<file path="config.mk">
export PLATFORM = sky130hd
export DESIGN_NAME = scale_shifter
export DESIGN_NICKNAME = d
export VERILOG_FILES = /design/src/rtl/scale_shifter.sv
export SDC_FILE = /design/constraint.sdc
export NUM_CORES = 1
export LEC_CHECK = 0
export ABC_AREA = 1
export CAP_MARGIN = 25
export CORE_MARGIN = 5
export CORE_UTILIZATION = 45
export CTS_CLUSTER_DIAMETER = 40
export DETAILED_ROUTE_END_ITERATION = 16
export PLACE_DENSITY = 0.72
export SYNTH_ARGS = -nofsm -noshare
export SYNTH_HDL_FRONTEND = slang
export SYNTH_SLANG_ARGS = --single-unit
</file>
<file path="constraint.sdc">
create_clock -name clk -period 19.8 [get_ports clk]
set_input_delay 2.97 -clock clk [delete_from_list [all_inputs] [get_ports clk]]
set_output_delay 2.97 -clock clk [all_outputs]
set_load 0.03 [all_outputs]
</file>
<file path="src/rtl/scale_shifter.sv">
module scale_shifter #(
  parameter int DW   = 40,
  parameter int MW   = 16,
  parameter int CW   = 6,
  parameter int TW   = 16,
  parameter int LMAX = 31,
  parameter int RMAX = 16
) (
  input  logic          clk,
  input  logic          rst_n,
  input  logic          src_mem,
  input  logic          sxm,
  input  logic [1:0]    cnt_sel,
  input  logic [CW-1:0] imm_cnt,
  input  logic [CW-1:0] st_cnt,
  input  logic [TW-1:0] t_reg,
  input  logic [DW-1:0] acc_in,
  input  logic [MW-1:0] mem_in,
  output logic [DW-1:0] shift_out,
  output logic [CW-1:0] exp_out
);
  localparam int BIAS = DW - 32;

  logic [DW-1:0]        opnd;
  logic signed [CW-1:0] exp_val;
  logic signed [CW-1:0] raw_cnt;
  int                   cnt;
  logic [DW-1:0]        shifted;

  assign opnd = src_mem ? {{(DW-MW){sxm & mem_in[MW-1]}}, mem_in} : acc_in;

  always_comb begin
    int  rsb;
    logic run;
    rsb = 0;
    run = 1'b1;
    for (int i = DW-2; i >= 0; i--) begin
      if (run && (acc_in[i] == acc_in[DW-1])) rsb = rsb + 1;
      else run = 1'b0;
    end
    if (acc_in == '0) exp_val = '0;
    else              exp_val = CW'(rsb - BIAS);
  end

  always_comb begin
    case (cnt_sel)
      2'd0:    raw_cnt = imm_cnt;
      2'd1:    raw_cnt = st_cnt;
      2'd2:    raw_cnt = t_reg[CW-1:0];
      default: raw_cnt = exp_val;
    endcase
  end

  always_comb begin
    cnt = int'(raw_cnt);
    if (cnt < -RMAX)     cnt = -RMAX;
    else if (cnt > LMAX) cnt = LMAX;
  end

  always_comb begin
    logic [2*DW-1:0] wide;
    logic            fill;
    fill = sxm & opnd[DW-1];
    wide = '0;
    if (cnt >= 0) begin
      shifted = opnd << cnt;
    end else begin
      wide    = {{DW{fill}}, opnd} >> (-cnt);
      shifted = wide[DW-1:0];
    end
  end

  always_ff @(posedge clk) begin
    if (!rst_n) begin
      shift_out <= '0;
      exp_out   <= '0;
    end else begin
      shift_out <= shifted;
      exp_out   <= exp_val;
    end
  end

  assert_low_fill_R3: assert property (@(posedge clk) disable iff (!rst_n)
    (cnt > 0) |=> (shift_out[0] == 1'b0));

  assert_zero_fill_R4: assert property (@(posedge clk) disable iff (!rst_n)
    (cnt < 0 && !sxm) |=> (shift_out[DW-1] == 1'b0));

  assert_sign_fill_R4: assert property (@(posedge clk) disable iff (!rst_n)
    (cnt < 0 && sxm) |=> (shift_out[DW-1] == $past(opnd[DW-1])));

  assert_pass_through_R8: assert property (@(posedge clk) disable iff (!rst_n)
    (cnt == 0) |=> (shift_out == $past(opnd)));

  assert_exp_zero_R7: assert property (@(posedge clk) disable iff (!rst_n)
    (acc_in == '0) |=> (exp_out == '0));

  assert_mem_top_R6: assert property (@(posedge clk) disable iff (!rst_n)
    (src_mem && !sxm && cnt <= 0) |=> (shift_out[DW-1:MW] == '0));
endmodule

</file>
== Word level (Yosys, flattened, before mapping) ==
Index checks and enable logic that the tools add are counted.

* Bits in registers: 46
* Bits of input ports: 90
* Output and inout bits: 46
* Logic and storage cells: 213

* Add/subtract/negate cells: 40
* $lt $le $gt $ge: 3
* Eq/ne operators: 41
* Shift operators: 2
* Mux-type cells: 83
* Bitwise gates (word level): 2
* Reductions and logical operators: 40

{| class="wikitable"
|+ Operators by type and width
! operator !! number
|-
| 2-to-1 mux 6 bit || 38
|-
| adder 6 x 2 -> 6 bit, second input constant || 36
|-
| 2-to-1 mux 40 bit || 2
|-
| >> shifter 80 x 32 -> 40 bit || 1
|-
| 2-to-1 mux 32 bit || 2
|-
| logical NOT 40 bit || 1
|-
| << shifter 40 x 32 -> 40 bit || 1
|-
| == test 1 bit || 39
|-
| 2-to-1 mux 1 bit || 39
|-
| logical AND 1 bit || 38
|-
| greater-or-equal comparator 32 x 1 -> 1 bit, second input constant || 1
|-
| negation 32 bit || 1
|-
| case mux 6 bit (3 select lines) || 1
|-
| > comparator 6 bit, second input constant || 1
|-
| less-than comparator 6 x 5 -> 1 bit, second input constant || 1
|-
| subtractor 6 x 5 -> 6 bit, second input constant || 1
|-
| adder 2 x 1 -> 3 bit, second input constant || 1
|-
| adder 1 x 1 -> 2 bit, second input constant || 1
|-
| AND 1 bit || 2
|-
| == test 2 x 1 -> 1 bit, second input constant || 1
|-
| == test 2 bit, second input constant || 1
|-
| logical NOT 2 bit || 1
|-
| 2-to-1 mux 2 bit || 1
|}

== Longest topological paths before layout ==
Gate-level depths: netlist (run 1).

* Depth in word-level cells: 87
* Depth in mapped cells: 144
* Mapped depth without buffers: 140

== Worst setup path after synthesis (run 1) ==
No wires, ideal clock.

* Path type: in2reg
* Start point: in acc_in[39]
* End point: reg shift_out[5]
* Setup time: 71 ps
* Data arrival time: 20174 ps
* Required time: 19729 ps
* Path slack: -445 ps
* Stages: 133
* Path buffers: 4
* Cells stage by stage: inv_2 buf_6 ha_1 nor2_8 ha_1 nor2_1 nor2_1 ha_1 nand2_1 nand2_1 ha_1 nand2_1 o21ai_0 ha_1 o21ai_0 o21ai_0 or2_2 nand2_1 (+97 left out) nor4_1 nand3_1 nor3_1 dlygate4sd1_1 nand4_1 nand3_1 nand2_1 nand2_1 nand2_1 nand2_1 nand2_1 nand2_1 nand2_1 nand2_1 nand2_1 nand2_1 nand2_1 a21oi_1

* Word-level cells in the longest chain between the ends: 87
* Elaborated cells between the ends (all ways): 207
* Classes of those cells: add/sub: 40; order compare: 3; eq/ne: 39; shift: 2; mux: 83; bitwise: 1; reduce/logical: 39

{| class="wikitable"
|+ Ends and longest elaborated chain
! what !! RTL line !! text
|-
| start, declared || 17 || <nowiki>input logic [DW-1:0] acc_in,</nowiki>
|-
| == test 1 bit || 38 || <nowiki>if (run && (acc_in[i] == acc_in[DW-1])) rsb = rsb + 1;</nowiki>
|-
| 2-to-1 mux 1 bit || 38 ||
|-
| adder 1 x 1 -> 2 bit or logical AND 1 bit (tied branches) || 38 ||
|-
| 2-to-1 mux 2 bit or 2-to-1 mux 1 bit (tied branches) || 38 ||
|-
| adder 2 x 1 -> 3 bit or logical AND 1 bit (tied branches) || 38 ||
|-
| 2-to-1 mux 6 bit or 2-to-1 mux 1 bit (tied branches) || 38 ||
|-
| adder 6 x 2 -> 6 bit or logical AND 1 bit (tied branches) || 38 ||
|-
| 2-to-1 mux 6 bit or 2-to-1 mux 1 bit (tied branches) || 38 ||
|-
| (+71 left out) || n/a ||
|-
| 2-to-1 mux 6 bit || 41 || <nowiki>if (acc_in == '0) exp_val = '0;</nowiki>
|-
| case mux 6 bit (3 select lines) || 46 || <nowiki>case (cnt_sel)</nowiki>
|-
| > comparator 6 bit || 57 || <nowiki>else if (cnt > LMAX) cnt = LMAX;</nowiki>
|-
| 2-to-1 mux 32 bit || 57 ||
|-
| 2-to-1 mux 32 bit || 56 || <nowiki>if (cnt < -RMAX) cnt = -RMAX;</nowiki>
|-
| negation 32 bit || 68 || <nowiki>wide = {{DW{fill}}, opnd} >> (-cnt);</nowiki>
|-
| >> shifter 80 x 32 -> 40 bit || 68 ||
|-
| 2-to-1 mux 40 bit * || 65 || <nowiki>if (cnt >= 0) begin</nowiki>
|-
| end signal, assigned || 78 || <nowiki>shift_out <= shifted;</nowiki>
|-
| end, declared || 19 || <nowiki>output logic [DW-1:0] shift_out,</nowiki>
|}

Mark *: on every way between the ends. The rest lies on a longest branch, timed or not.
A chain may end at the register's enable or synchronous reset.

== Worst setup path in the final report (run 1) ==
* Start point: in acc_in[39]
* End point: reg shift_out[3]

Same word-level chain as after synthesis.

==> results of run 1 <==
-- cell families (layout without fill, tap and decap cells) --
| family | Yosys count | in the layout | share of synthesized area |
|---|---|---|---|
| adder cells (fa/ha/maj) | 47 | 47 | 0.0441 |
| flip-flops | 46 | 46 | 0.0691 |
| AND/OR/NAND/NOR | 1624 | 1624 | 0.536 |
| multiplexers | 20 | 20 | 0.0154 |
| AO/OA/AOI/OAI | 372 | 372 | 0.158 |
| buffers and inverters | 450 | 763 | 0.159 |
| XOR/XNOR | 26 | 26 | 0.0185 |
-- placed cells by master, fill, tap and decap left out, drive strengths merged, types with 2 or more instances in the layout --
cell / netlist / layout
nand2: 1025 / 1025
inv: 319 / 320
buf: 85 / 301
nand3: 278 / 278
nor2: 212 / 212
o21ai: 198 / 198
clkdlybuf4s50: 0 / 120
a21oi: 117 / 117
nand4: 66 / 66
ha: 47 / 47
dfxtp: 46 / 46
mux2i: 16 / 16
xor2: 14 / 14
nor3: 14 / 14
xnor2: 12 / 12
a31oi: 12 / 12
nor4: 11 / 11
clkbuf: 32 / 11
nand3b: 9 / 9
a22oi: 7 / 7
clkinv: 6 / 7
o22ai: 7 / 7
o211ai: 5 / 5
a32oi: 5 / 5
or2: 5 / 5
a221oi: 4 / 4
mux2: 4 / 4
o21bai: 3 / 3
a211oi: 3 / 3
nor3b: 2 / 2
o21a: 2 / 2
clkinvlp: 0 / 2
-- worst max path at each step --
stage | end | start | cells after the start | slack, ns
4_1_cts | shift_out[1] | acc_in[39] | 137 | -0.03
3_5_place_dp | shift_out[2] | acc_in[38] | 133 | -2.08
5_1_grt | shift_out[28] | acc_in[39] | 135 | -0.82
2_1_floorplan | shift_out[5] | acc_in[39] | 132 | 0.03
3_3_place_gp | shift_out[27] | acc_in[38] | 129 | -1.35
6_report | shift_out[3] | acc_in[39] | 133 | 0.12
-- registers in the layout, summed over array words and instances (netlist names) --
signal / count
shift_out: 40
exp_out: 6
-- what timing repair did --
item / CTS / global route
gates cloned: 0 / 7
pin swaps: 40 / 174
resized for setup: 75 / 329
setup buffers: 14 / 34
hold buffers: 0 / 0
setup endpoints to repair: 40 / 40
-- per-stage QoR --
stage	setup WS [ns]	total power, mW
after CTS	-0.0294	0.859
after detailed placement	-2.08	0.756
after global routing	-0.816	1.02
final	0.118	0.954
after floorplan	0.0270	0.516
after global placement	-1.35	0.747
-- routing by layer --
metal	wire [um]	GRT usage
met3	4970	0.0387
met4	2360	0.0919
met5	0	0
met1	21600	0.387
met2	24600	0.490
-- final cells by class --
| type | count | area, um2 |
|---|---|---|
| sequential | 46 | 921 |
| timing repair inverter | 1 | 8.76 |
| tap | 390 | 488 |
| clock inverter | 3 | 23.8 |
| clock buffer | 5 | 125 |
| multi-input combinational | 2089 | 11600 |
| inverter | 325 | 1240 |
| timing repair buffer | 429 | 3940 |
| fill | 2786 | 11100 |
-- where the power goes --
group	leakage (nW)	switching [mW]	internal (mW)
Combinational	8.90	0.466	0.298
Sequential	0.377	0.00309	0.103
Clock	0.0664	0.0372	0.0472
Total	9.34	0.507	0.448
==> flow_summary.ini, run 1 <==
[run_status]
status = complete, no violations

[timing]
maxClockFrequency_mhz = 50.8
period_minus_slack_ns = 19.68
slew_viol_final = 0
tns_ns = 0
holdWs_ns = 3.43
finalSetupViolCount = 0
finalCritPeriodShare = 0.994
relSlewSlack = 0.326
tightest_slew_ns = 1.01
timing.final.hold_violations = 0
grt_setup_unrepaired = true

[placed_design]
dpl_cell_area_mm2 = 0.0163
dp_hpwl_um = 41500
port-buffer-count = 125
dp_cells = 3227
gp_congestion = 0.981

[synth]
syn_nets = 2722
synth-edff-count = 0
synth_area_leaders = nand2_1 28%, nand3_1 9.5%, inv_1 7.8%
synth.distinct_cells = 66
syn_avg_cell_area_um2 = 5.15
synth_cells = 2585
yosysSeqAreaShare = 0.0691
yosysTopAreaCellShare = 0.279
yosysTopAreaCell = nand2_1
yosys-top-cells-count = 989 x nand2_1, 277 x inv_1, 252 x nand3_1, 183 x nor2_1, 170 x o21ai_0
synth_area_mm2 = 0.0133
yosysWarnings = 0
ys.flop_type = dfxtp_1
synthArstFlopShare = 0
synth-seq-cells = 46
yosysMostFrequentCell = nand2_1

[final_layout]
syn_to_final_growth_pct = 37.8
nets = 3034
stdcell_count = 3288
fin_area_mm2 = 0.0184
layout-drive-gt1-share = 0.268
utilization = 0.624
antenna_cells = 0

[critical_path]
required_ns = 20.02
cp_max_fo = 7
critPathLaunchType = input port
arrival_ns = 19.90
path_class = in2reg
critPathMaxStageDelay_ns = 0.43
worst_path_max_delay_cell = or4_4
crit_family = simple AND/OR/NAND/NOR gates
cp-end-kind = register
path_buf_inv = 25

[clock_network]
cts_buffers = 5
cts_tree = done
cts.sinks = 46
path_clk_slew_ns = 0.06
htreeDepth = 2
clockBufferDepth = 2
root_buffer = clkbuf_16

[global_route]
grt_max_degree = 75
grt_usage = 0.291
antenna_found_initial = 0
grt_pass1_wl_um = 80500
grt_pass1_vias = 16200
grt_overflow = 0

[floorplanning]
rows = 63
fp.dieH_um = 182
start_util = 0.453
ios = 136
core_mm2 = 0.0294
dieArea_mm2 = 0.0331
die_w_um = 182

[job]
drv_cap = 0

[min_path]
hold_end = exp_out[4]
hold_class = in2reg
hold_depth = 7
hp-start = acc_in[37]

[drt]
vias = 18300
viasPerCell = 5.58
first_iter_violations = 1916
first_pass_iters = 6
drt-total-wl_um = 53600
wl_per_cell_um = 16.3
ant_nets = 0
drc = 0

[power_and_ir_drop]
p_leak_nw = 9.34
powerDensity_mw_per_mm2 = 52.0
vdd_drop_max_v = 0.0000426
Note: power is estimated with default switching activity, not from simulation.
==> run 2: changes to the inputs <==
--- a/config.mk
+++ b/config.mk
@@ -11,7 +11,8 @@
 export CORE_UTILIZATION = 45
 export CTS_CLUSTER_DIAMETER = 40
 export DETAILED_ROUTE_END_ITERATION = 16
-export PLACE_DENSITY = 0.72
+export HOLD_SLACK_MARGIN = 0.03
+export PLACE_DENSITY = 0.7
 export SYNTH_ARGS = -nofsm -noshare
 export SYNTH_HDL_FRONTEND = slang
 export SYNTH_SLANG_ARGS = --single-unit
==> constraint.sdc (replaced) <==
create_clock -name clk -period 22.2 [get_ports clk]
set_input_delay 3.33 -clock clk [delete_from_list [all_inputs] [get_ports clk]]
set_output_delay 3.33 -clock clk [all_outputs]
set_load 0.03 [all_outputs]
==> run 2 against run 1 <==
  * Sequential power is 11% lower
  * Largest cell class unchanged
  * Clock-buffer cell count up 1
  * Largest power group unchanged
  * Final cell count is 7.6% lower
  * Setup slack better by 1.2 ns
  * Non-clock buffer count decreased by 250
  * Via count decreased by 8.8%
  * Wire length fell by 8.7%
==> flow_summary.ini, run 2 (synthesis gave the netlist of run 1 again) <==
[run_status]
status = complete, no violations

[timing]
relSlewSlack = 0.316
period_minus_slack_ns = 20.87
finalSetupViolCount = 0
tns_ns = 0
maxClockFrequency_mhz = 47.9
holdWs_ns = 3.94
setup_ws_ns = 1.33
timing.final.hold_violations = 0
slew_viol_final = 0
finalCritPeriodShare = 0.940
tightest_slew_ns = 1.03

[floorplanning]
core_mm2 = 0.0294
die_w_um = 182
fp.dieH_um = 182
start_util = 0.453
rows = 63
ios = 136
dieArea_mm2 = 0.0331

[final_layout]
fin_area_mm2 = 0.0150
final_common_cell = nand2_1
antenna_cells = 0
multi_input_area_mm2 = 0.0105
nets = 2784
layout-drive-gt1-share = 0.102
num-fill-cells = 3171
largest-register = shift_out
reg_top3 = shift_out: 40 flops, exp_out: 6 flops
area.sequential_um2 = 921
final_cell_mix = 986 x nand2_1, 275 x inv_1, 243 x nand3_1
largest_reg_flops = 40
syn_to_final_growth_pct = 12.9

[clock_network]
htreeDepth = 2
path_clk_slew_ns = 0.06
cts_buffers = 5
cts_tree = done
cts.sinks = 46
cts.hold.buffers_added = 0
root_buffer = clkbuf_16
clockBufferDepth = 2

[global_route]
grt_overflow = 0
antenna_found_initial = 0
grt_usage = 0.276
grt_pass1_vias = 14700
grt_max_degree = 75
grt_pass1_wl_um = 76000

[power_and_ir_drop]
powerDensity_mw_per_mm2 = 46.4
p_leak_nw = 7.81
vdd_drop_max_v = 0.0000370

[critical_path]
path_class = in2reg
worstSetupStartpoint = acc_in[37]
worst_path_max_delay_cell = or4_4
critPathLaunchType = input port
cp_max_fo = 7
arrival_ns = 21.07
timing.critical_path.mode_cell = nand2_1
cp-end-kind = register
required_ns = 22.40
critPathMaxStageDelay_ns = 0.55

[placed_design]
port-buffer-count = 125
dpl_cell_area_mm2 = 0.0144
dpl_worst_slack_ns = -0.538
dp_hpwl_um = 38700
gp_congestion = 0.987

[min_path]
hp-start = acc_in[37]
hold_class = in2reg

[drt]
first_iter_violations = 1756
drt-total-wl_um = 48900
drc = 0
first_pass_iters = 6
wl_per_cell_um = 16.1
viasPerCell = 5.51
ant_nets = 0
vias = 16700

[job]
drv_cap = 0
-- run 2: area by class of cell --
cell class,instances,area share
Clock buffer,6,0.00857
Clock inverter,2,0.00250
Inverter,325,0.0819
Multi-Input combinational cell,2090,0.699
Sequential cell,46,0.0612
Tap cell,390,0.0324
Timing Repair Buffer,179,0.114
-- run 2: worst max-delay path: cells and delay by family --
kind                       cells  cell delay [ns]
xor gates and xnor gates       1             0.16
and+or+nand+nor               60             6.31
muxes                          1             0.26
buffers and inverters         21             1.59
adders and majority gates     24             6.12
AOI/OAI and AO/OA             27             3.19
-- run 2: through the flow --
step / util / power (mW) / std cells
2_1_floorplan: - / 0.459 / 2585
3_3_place_gp: 0.491 / 0.583 / 3008
3_5_place_dp: 0.491 / 0.589 / 3009
4_1_cts: 0.498 / 0.673 / 3017
5_1_grt: 0.512 / 0.754 / 3038
6_report: 0.512 / 0.698 / 3038
-- run 2: path summary, 6_finish.rpt --
check | to | slack (ns) | cells after the start
max | shift_out[10] | 1.33 | 134
min | exp_out[3] | 3.94 | 7
-- run 2: timing repair --
item,CTS,global route
pin swaps,0,16
hold endpoints to repair,0,0
resized for setup,5,64
endpoints found under the setup margin,38,40
buffers inserted,0,17
gates cloned,0,4
-- run 2: power by group --
group | leakage (nW) | switching (mW) | internal, mW
Clock | 0.0771 | 0.0298 | 0.0531
Combinational | 7.36 | 0.362 | 0.159
Sequential | 0.377 | 0.00255 | 0.0917
-- run 2: per-layer routing --
metal / wire length (um) / part of all wire / GRT usage / vias to the layer above
met5: 0 / 0 / 0 / -
met4: 1410 / 0.029 / 0.0645 / 0
met3: 3950 / 0.081 / 0.0339 / 86
met2: 22000 / 0.45 / 0.461 / 637
met1: 21600 / 0.44 / 0.381 / 7564
li1: - / - / - / 8449
==> run 3: changes to the inputs <==
--- a/config.mk
+++ b/config.mk
@@ -7,7 +7,7 @@
 export LEC_CHECK = 0
 export ABC_AREA = 1
 export CAP_MARGIN = 25
-export CORE_MARGIN = 5
+export CORE_MARGIN = 2
 export CORE_UTILIZATION = 45
 export CTS_CLUSTER_DIAMETER = 40
 export DETAILED_ROUTE_END_ITERATION = 16
==> run 3 against run 2 <==
  * Combinational power hardly changed
  * Cell area is 0.86% higher
  * Die area shrank 6.5%
  * Flip-flop and latch count did not move
  * Wire length down 0.84%
  * First-iteration DRC count is 5.9% higher
  * Non-clock buffer count down 1
  * Maximum frequency is 0.72% lower
  * Critical path depth is 10 lower
  * Global-route usage increased by 2.5 points
==> flow_summary.ini, run 3 (synthesis gave the netlist of run 1 again) <==
[critical_path]
cp-end-kind = register
path_buf_inv = 21
required_ns = 22.40
worstSetupStartpoint = acc_in[38]
arrival_ns = 21.22
timing.critical_path.mode_cell = ha_1
critPathMaxStageDelay_ns = 0.55
worstSetupEndpoint = shift_out[31]
worst_path_max_delay_cell = or4_4
critPathLaunchType = input port
crit_cells = 124
path_class = in2reg
crit_family = adder cells
cp_max_fo = 8

[clock_network]
clockBufferDepth = 2
cts_tree = done
htreeDepth = 2
cts_buffers = 5
path_clk_slew_ns = 0.06
cts.sinks = 46
root_buffer = clkbuf_16
cts.hold.buffers_added = 0

[placed_design]
port-buffer-count = 125
dp_hpwl_um = 38500
dp_cells = 3006
dpl_worst_slack_ns = -0.617
gp_congestion = 0.991

[floorplanning]
start_util = 0.460
fp.dieH_um = 176
dieArea_mm2 = 0.0310
die_w_um = 176
ios = 136
core_mm2 = 0.0289
rows = 62

[job]
drv_cap = 0

[final_layout]
syn_to_final_growth_pct = 13.9
num-fill-cells = 3140
final_common_cell = nand2_1
antenna_cells = 0
final_cell_mix = 966 x nand2_1, 274 x inv_1, 242 x nand3_1
stdcell_count = 3030
nets = 2782
reg_top3 = shift_out: 40 flops, exp_out: 6 flops
area.sequential_um2 = 921
layout-drive-gt1-share = 0.111
multi_input_area_mm2 = 0.0106
utilization = 0.524
largest-register = shift_out
largest_reg_flops = 40

[drt]
drc = 0
first_pass_iters = 5
viasPerCell = 5.54
first_iter_violations = 1859
wl_per_cell_um = 16.0
ant_nets = 0
drt-total-wl_um = 48500
vias = 16800

[timing]
holdWs_ns = 3.86
setup_ws_ns = 1.18
period_minus_slack_ns = 21.02
finalSetupViolCount = 0
tightest_slew_ns = 0.875
timing.final.hold_violations = 0
slew_viol_final = 0
maxClockFrequency_mhz = 47.6
relSlewSlack = 0.417
finalCritPeriodShare = 0.947

[global_route]
grt_max_degree = 75
grt_overflow = 0
grt_pass1_vias = 14700
grt_usage = 0.301
antenna_found_initial = 0
grt_pass1_wl_um = 75500

[power_and_ir_drop]
p_leak_nw = 7.85
p_total_uw = 713
powerDensity_mw_per_mm2 = 47.0
vdd_drop_max_v = 0.0000309

[run_status]
status = complete, no violations

[min_path]
hold_class = in2reg
run 3: cell types whose count changed in the layout (fill, tap and decap cells not counted), sizes merged:
cell	change
clkinvlp	-1
inv	+1
bufinv	+1
clkinv	-1
dlymetal6s2s	-1
nor2	-1
buf	-1
clkdlybuf4s50	+1
run 3: final cells by class:
class / count / share of cell area
Clock buffer: 6 / 0.00915
Clock inverter: 2 / 0.00396
Inverter: 325 / 0.0807
Multi-Input combinational cell: 2089 / 0.700
Sequential cell: 46 / 0.0607
Tap cell: 384 / 0.0317
Timing Repair Buffer: 178 / 0.114
run 3: worst min-delay path by stage:
| stage | startpoint | to | slack (ns) | depth (start not counted) |
|---|---|---|---|---|
| finish | acc_in[37] | exp_out[4] | 3.86 | 7 |
| global route | acc_in[37] | exp_out[4] | 3.89 | 7 |
| floorplan | rst_n | shift_out[31] | 3.51 | 2 |
| global placement | shift_out[37] | shift_out[37] | 4.19 | 1 |
| CTS | rst_n | exp_out[4] | 4.01 | 3 |
| detailed placement | shift_out[38] | shift_out[38] | 4.19 | 1 |
run 3: timing repair:
item	4_1_cts	5_1_grt
endpoints found under the hold margin	0	0
buffers inserted	0	14
pin swaps	0	31
gates cloned	0	2
resized for setup	6	94
setup endpoints to repair	40	40
run 3: routing by layer:
layer | GRT usage | share of wire | up-vias
met1 | 0.421 | 0.44 | 7582
li1 | - | - | 8450
met4 | 0.0799 | 0.030 | 0
met3 | 0.0327 | 0.083 | 92
met5 | 0 | 0 | -
met2 | 0.490 | 0.44 | 664
run 3: power by group:
group | internal [mW] | leakage (nW) | switching [mW]
clock network | 0.0675 | 0.0971 | 0.0299
logic | 0.160 | 7.38 | 0.361
registers | 0.0917 | 0.377 | 0.00263
run 3: per-stage QoR:
step	TNS (ns)	instance area [um2]
floorplan	0	13300
global placement	0	14500
detailed placement	-18.55	14500
CTS	0	14700
global route	-1.59	15200
finish	0	15200
